File: src/rtl/mpriv_pkg.sv
package mpriv_pkg;
  localparam int WIN_BYTES = 8192;
  localparam int AW        = $clog2(WIN_BYTES);
  localparam int CIDW      = 2;
  localparam int OFFW      = 12;
  localparam int MAX_CORES = 4;

  // slot numbers (address bits 11:8) with behavioural meaning
  localparam int SLOT_SCU   = 0;
  localparam int SLOT_CIF_A = 1;
  localparam int SLOT_CIF_0 = 2;
  localparam int SLOT_TMR_A = 6;
  localparam int SLOT_TMR_0 = 7;

  typedef enum logic [2:0] {
    TGT_NONE,
    TGT_SCU,
    TGT_CIF,
    TGT_TMR,
    TGT_WDG,
    TGT_DIST
  } tgt_e;

  typedef struct packed {
    tgt_e            tgt;
    logic [CIDW-1:0] core;
    logic [OFFW-1:0] offs;
  } route_t;
endpackage

File: src/rtl/mpriv_addr_decode.sv
module mpriv_addr_decode
  import mpriv_pkg::*;
#(
  parameter int NCORES = 4
) (
  input  logic [AW-1:0]   addr,
  input  logic [CIDW-1:0] core_id,
  output route_t          route
);
  int slot;
  int idx;
  logic cid_ok;

  assign cid_ok = int'(core_id) < NCORES;

  always_comb begin
    route = '{tgt: TGT_NONE, core: '0, offs: '0};
    slot  = int'(addr[11:8]);
    idx   = 0;
    if (addr[12]) begin
      route.tgt  = TGT_DIST;
      route.offs = addr[OFFW-1:0];
    end else if (slot == SLOT_SCU) begin
      route.tgt  = TGT_SCU;
      route.offs = {4'h0, addr[7:0]};
    end else if (slot == SLOT_CIF_A) begin
      if (cid_ok) begin
        route.tgt  = TGT_CIF;
        route.core = core_id;
        route.offs = {4'h0, addr[7:0]};
      end
    end else if (slot >= SLOT_CIF_0 && slot < SLOT_CIF_0 + NCORES) begin
      route.tgt  = TGT_CIF;
      route.core = CIDW'(slot - SLOT_CIF_0);
      route.offs = {4'h0, addr[7:0]};
    end else if ((slot == SLOT_TMR_A && cid_ok) ||
                 (slot >= SLOT_TMR_0 && slot < SLOT_TMR_0 + NCORES)) begin
      idx = (slot == SLOT_TMR_A) ? int'(core_id) : slot - SLOT_TMR_0;
      if (addr[7:6] == 2'b00) begin
        route.tgt  = addr[5] ? TGT_WDG : TGT_TMR;
        route.core = CIDW'(idx);
        route.offs = {7'h00, addr[4:0]};
      end
    end
  end
endmodule

File: src/rtl/mpriv_scu_regs.sv
module mpriv_scu_regs
  import mpriv_pkg::*;
#(
  parameter int NCORES = 4,
  parameter int DW     = 32
) (
  input  logic          clk,
  input  logic          rst,
  input  logic          acc,
  input  logic          wr,
  input  logic [7:0]    offs,
  input  logic          wr_bit,
  output logic [DW-1:0] rd
);
  localparam logic [DW-1:0] CFG_WORD =
    DW'((((1 << NCORES) - 1) << 4) | (NCORES - 1));

  logic ctrl_q;

  always_ff @(posedge clk) begin
    if (rst) ctrl_q <= 1'b0;
    else if (acc && wr && offs == 8'h00) ctrl_q <= wr_bit;
  end

  always_comb begin
    case (offs)
      8'h00:   rd = {{(DW-1){1'b0}}, ctrl_q};
      8'h04:   rd = CFG_WORD;
      default: rd = '0;
    endcase
  end
endmodule

File: src/rtl/mpriv_rd_mux.sv
module mpriv_rd_mux
  import mpriv_pkg::*;
#(
  parameter int NCORES = 4,
  parameter int DW     = 32
) (
  input  route_t                 route,
  input  logic [DW-1:0]          scu_rd,
  input  logic [NCORES*DW-1:0]   cif_rd,
  input  logic [NCORES*DW-1:0]   tmr_rd,
  input  logic [NCORES*DW-1:0]   wdg_rd,
  input  logic [DW-1:0]          dist_rd,
  output logic [DW-1:0]          rd
);
  int sel;
  assign sel = (int'(route.core) < NCORES) ? int'(route.core) : 0;

  always_comb begin
    case (route.tgt)
      TGT_SCU:  rd = scu_rd;
      TGT_CIF:  rd = cif_rd[sel*DW +: DW];
      TGT_TMR:  rd = tmr_rd[sel*DW +: DW];
      TGT_WDG:  rd = wdg_rd[sel*DW +: DW];
      TGT_DIST: rd = dist_rd;
      default:  rd = '0;
    endcase
  end
endmodule

File: src/rtl/mpriv_decoder.sv
module mpriv_decoder
  import mpriv_pkg::*;
#(
  parameter int NCORES = 4,
  parameter int DW     = 32
) (
  input  logic                 clk,
  input  logic                 rst,
  input  logic                 req,
  input  logic                 we,
  input  logic [12:0]          addr,
  input  logic [DW-1:0]        wdata,
  input  logic [1:0]           core_id,
  output logic [DW-1:0]        rdata,
  output logic                 ready,
  output logic                 err,
  output logic [NCORES-1:0]    cif_stb,
  output logic [NCORES-1:0]    tmr_stb,
  output logic [NCORES-1:0]    wdg_stb,
  output logic                 dist_stb,
  output logic                 sub_we,
  output logic [11:0]          sub_offs,
  output logic [DW-1:0]        sub_wdata,
  input  logic [NCORES*DW-1:0] cif_rdata,
  input  logic [NCORES*DW-1:0] tmr_rdata,
  input  logic [NCORES*DW-1:0] wdg_rdata,
  input  logic [DW-1:0]        dist_rdata
);
  route_t              dec;
  route_t              s1_route;
  logic                s1_vld;
  logic [DW-1:0]       scu_rd;
  logic [DW-1:0]       mux_rd;
  logic [NCORES-1:0]   cif_nxt;
  logic [NCORES-1:0]   tmr_nxt;
  logic [NCORES-1:0]   wdg_nxt;

  mpriv_addr_decode #(.NCORES(NCORES)) u_dec (
    .addr    (addr),
    .core_id (core_id),
    .route   (dec)
  );

  // per-core strobe enables
  for (genvar i = 0; i < NCORES; i++) begin : g_core
    assign cif_nxt[i] = req && dec.tgt == TGT_CIF && dec.core == CIDW'(i);
    assign tmr_nxt[i] = req && dec.tgt == TGT_TMR && dec.core == CIDW'(i);
    assign wdg_nxt[i] = req && dec.tgt == TGT_WDG && dec.core == CIDW'(i);
  end

  // stage 1: decoded access and strobes
  always_ff @(posedge clk) begin
    if (rst) begin
      s1_vld    <= 1'b0;
      s1_route  <= '{tgt: TGT_NONE, core: '0, offs: '0};
      cif_stb   <= '0;
      tmr_stb   <= '0;
      wdg_stb   <= '0;
      dist_stb  <= 1'b0;
      sub_we    <= 1'b0;
      sub_offs  <= '0;
      sub_wdata <= '0;
    end else begin
      s1_vld    <= req;
      s1_route  <= req ? dec : '{tgt: TGT_NONE, core: '0, offs: '0};
      cif_stb   <= cif_nxt;
      tmr_stb   <= tmr_nxt;
      wdg_stb   <= wdg_nxt;
      dist_stb  <= req && dec.tgt == TGT_DIST;
      sub_we    <= req && we;
      sub_offs  <= req ? dec.offs : '0;
      sub_wdata <= req ? wdata : '0;
    end
  end

  mpriv_scu_regs #(.NCORES(NCORES), .DW(DW)) u_scu (
    .clk    (clk),
    .rst    (rst),
    .acc    (s1_vld && s1_route.tgt == TGT_SCU),
    .wr     (sub_we),
    .offs   (s1_route.offs[7:0]),
    .wr_bit (sub_wdata[0]),
    .rd     (scu_rd)
  );

  mpriv_rd_mux #(.NCORES(NCORES), .DW(DW)) u_mux (
    .route   (s1_route),
    .scu_rd  (scu_rd),
    .cif_rd  (cif_rdata),
    .tmr_rd  (tmr_rdata),
    .wdg_rd  (wdg_rdata),
    .dist_rd (dist_rdata),
    .rd      (mux_rd)
  );

  // stage 2: completion
  always_ff @(posedge clk) begin
    if (rst) begin
      ready <= 1'b0;
      err   <= 1'b0;
      rdata <= '0;
    end else begin
      ready <= s1_vld;
      err   <= s1_vld && s1_route.tgt == TGT_NONE;
      rdata <= (s1_vld && !sub_we) ? mux_rd : '0;
    end
  end
endmodule

File: config.mk
export PLATFORM = sky130hd
export DESIGN_NAME = mpriv_decoder
export DESIGN_NICKNAME = d
export VERILOG_FILES = /design/src/rtl/mpriv_pkg.sv /design/src/rtl/mpriv_addr_decode.sv /design/src/rtl/mpriv_scu_regs.sv /design/src/rtl/mpriv_rd_mux.sv /design/src/rtl/mpriv_decoder.sv
export SDC_FILE = /design/constraint.sdc
export NUM_CORES = 1
export LEC_CHECK = 0
export BUFFER_PORTS_ARGS = -buffer_cell sky130_fd_sc_hd__buf_2
export CAP_MARGIN = 5
export CORE_AREA = 2 2 215 217
export CTS_BUF_LIST = sky130_fd_sc_hd__clkbuf_8
export CTS_CLUSTER_DIAMETER = 30
export DETAILED_ROUTE_END_ITERATION = 8
export DIE_AREA = 0 0 217 219
export MAX_ROUTING_LAYER = met4
export PLACE_DENSITY = 0.5
export SYNTH_ARGS = -nofsm -noshare
export SYNTH_HDL_FRONTEND = slang
export SYNTH_HIERARCHICAL = 1
export SYNTH_SLANG_ARGS = --single-unit
File: constraint.sdc
create_clock -name clk -period 4.97 [get_ports clk]
set_input_delay 0.497 -clock clk [delete_from_list [all_inputs] [get_ports clk]]
set_output_delay 0.497 -clock clk [all_outputs]
set_load 0.03 [all_outputs]
==> impl_results.md <==
- Outcome: complete, no violations
- Drt wl/cell: approximately 23 microns
- Max FO, Critical Path: 54
- Hold Path Depth: 2
- Io pins: 559
- Fmax: 301 MHz
- Adder-Cell Fraction of Synth Area: 0.00666
- GPL Wtd Cong: 0.885
- Yosys reg bits: just under 100
- Cell taking the most area after synthesis: dfxtp_1
- Layout cell share with drive strength beyond 1: 0.498
- Hold_sp: wdata[26]
- PnR Total Power: ~0.0020 W
- Leakage: 5.01 nW
- Part of the Yosys area used for sequential elements: 0.264
- Post-Place Worst Slack: between 1500 and 2000 ps
- Commonest non-fill, non-tap cell in the layout: buf_2
- Hpwl dp: around 35 mm
- Post-CTS Resized: 0
- Area contributors post-synth: dfxtp_1 (26%), mux4_2 (9.3%), and2_1 (7.4%)
- M1 GR Usage: 0.214
- Number of synthesized flops with an enable pin: 0
- Post-synthesis mux area share: 0.156
- R2R depth: 6
- Syn avg cell area: between 9 and 10 sq um
- Yosys cell types: between 60 and 70
- Busiest grt layer: met2
- Setup crit start: s1_route[16]
- Crit share post-route: 0.668
- Final WS setup: approximately 1700 ps
- Slowest stage delay, CP: 920 ps
- Gate count of the mapped netlist: 813
- Gate power share: 0.267
- Crit path depth: 6
- # setup viols final: 0
- Via count: slightly below 9k
- Ys async rst share: 0
- Fin. Hold Viols: 0
- Starting Density: 0.167
- Slew @ Worst Pin: ~1300 ps
- GR Layer Usage met2: 0.321
- Synthesis-to-layout area growth: 44.2%
- Crit-path leading delay family: simple AND/OR/NAND/NOR gates
- Chip Height: approximately 220 microns
- Total grt overflow: 0
- Max-Cap Viols: 0
- Hold buffer count at CTS: 0
- Synth Warn #: 6
- Nets@finish: 1764
- Clk Tree Root Cell: clkbuf_8
- Initial antenna violation count: 17
- DR iter-0 viols: roughly 570
- Deepest clock path buffer count: 2
- Int Pwr: 0.00128 W
- Slew margin rel.: 0.120
- Slowest library cell on the worst path: nor3b_4
- Startpoint Class: register
- Total die area: approximately 48000 sq um
- FF-to-FF End: rdata[0]
- Power per standard cell area: ~180 nW/um^2
- Final setup TNS: 0 ps
- Psw: roughly 0.0007 W
- CTS Buf Count: 9
- Synth Cell Area: ~7500 sq um
- Synth Area in XOR/XNOR: 0
- Worst-Skew Late Latency: ~450 ps
- Crit Path Category: reg2reg
- WP buf/inv: 1
- Clock H-tree levels: 3
- Core ar.: ~45000 sq um
- Crit path required time: approximately 5400 ps
- Seq pwr share: 0.421
- Min-delay worst type: in2reg
- Final Max Tran Viols: 0
- # rows: a little under 80
- Met3 usage: 0.0417
- Synth top area share: 0.264
- Reg2reg start: s1_route[16]
- Post-CTS setup buffer count: 0
- Final core occ: 0.240
- Largest net degree at the start of global routing: roughly 70
- CP arrival: 3720 ps
- Reg clk slew, reported paths: 150 ps
- Worst R2R Setup Slack: ~1700 ps
- Clock sinks: between 90 and 100
- Worst-path cell chain: nor3b_4, buf_4, a221o_1, o211ai_1, o311ai_1, and2_1
- Switch share: 0.357
- Ys flop type: dfxtp_1
- Unrepaired setup endpoints after global routing: no
- Post-route ant nets: 0
- DR pass1 iterations: 5
- CTS tree: built
- Worst Setup EP: rdata[0]
- Buffers on Ports: roughly 560
- Clk pwr share: 0.312
- Simple-gate share of the synthesized area: 0.160
- Final WL: about 45 mm
- Post-Route Skew: 30.8 ps
- Crit path time final: approximately 3300 ps
- Main combinational cell family by area after synthesis: compound AO/OA/AOI/OAI gates
- Via/cell ratio: 4.66
- Die Width: roughly 220 microns
- Synth Area in Compound Gates: 0.316
- First-pass GRT wire length: ~62 mm
- Via count of the first global-routing pass: between 9k and 10k
- CP endpoint kind: register
- Commonest cells after routing, fill and taps aside: buf_2 (558), dfxtp_1 (95), and2_1 (89), nor2_1 (51), a221oi_1 (51)
- Max rail drop VDD: about 0.25 mV
- DRC viols: 0
- Tot GR Track Use: 0.186
flip-flops by register name, summed over array words and instances (netlist names):
name / count
s1_route: 5
cif_stb: 4
tmr_stb: 4
s1_vld: 1
sub_wdata: 32
err: 1
dist_stb: 1
rdata: 32
u_scu/ctrl_q: 1
sub_offs: 12
sub_we: 1
ready: 1
wdg_stb: 4
power by group through the flow:
| stage | clock, W | combinational, W | sequential, W |
|---|---|---|---|
| 5_1_grt | 0.000673 | 0.000570 | 0.000839 |
| 3_3_place_gp | 0 | 0.000527 | 0.000853 |
| 2_1_floorplan | 0 | 0.000238 | 0.000866 |
| 4_1_cts | 0.000651 | 0.000532 | 0.000836 |
| 3_5_place_dp | 0 | 0.000530 | 0.000854 |
| 6_report | 0.000619 | 0.000530 | 0.000835 |
how the worst min path moves through the flow:
stage	endpoint	slack, ps
5_1_grt	sub_wdata[21]	190
4_1_cts	sub_wdata[21]	190
2_1_floorplan	err	430
6_report	sub_wdata[26]	230
3_5_place_dp	u_scu/ctrl_q	470
3_3_place_gp	u_scu/ctrl_q	460
cell type report:
type                            instances  area [sq um]
Antenna cell                           13          32.5
Clock buffer                            9           124
Clock inverter                          7          91.3
Fill cell                            5037         34300
Inverter                                8          30.0
Multi-Input combinational cell        606          4940
Sequential cell                        99          1990
Tap cell                              600           751
Timing Repair Buffer                  569          2880
worst reg2reg max path: stages (launching register included):
cell      delay, ps
dfxtp_4         910
nor3b_4         950
buf_4           650
a221o_1         350
o211ai_1        110
o311ai_1        140
and2_1          170
per-layer routing:
metal / vias to the layer above / wire, microns
met5: - / 0
met2: 473 / 22100
met1: 4321 / 18300
met4: 0 / 847
met3: 40 / 3290
li1: 4071 / -
cells in the mapped netlist (13+ instances only):
master     n
dfxtp_1   99
a211o_1   13
clkbuf_1  49
mux4_2    31
mux2i_1   33
a21oi_1   35
a221o_1   18
buf_4     49
o21a_1    14
o31ai_1   14
o211ai_1  31
o21ai_0   15
a211oi_1  27
nor2b_1   14
and2_1    89
buf_2     25
nand2_1   17
a221oi_1  51
nor2_1    51
o211a_1   36
o311ai_1  14
cells by family after synthesis:
group / Yosys count
fa+ha+maj: 4
other cells: 1
simple gates: 208
compound gates: 291
mux: 77
flops: 99
buf+inv: 133
metrics by stage:
step           std cells  hold WS (ps)  instance area [sq um]
4_1_cts             1898           191                  10800
2_1_floorplan        838           425                   7610
3_5_place_dp        1882           473                  10600
6_report            1911           233                  10800
3_3_place_gp        1882           460                  10600
5_1_grt             1909           189                  10800
No activity file was read; power rests on OpenSTA's default activity.
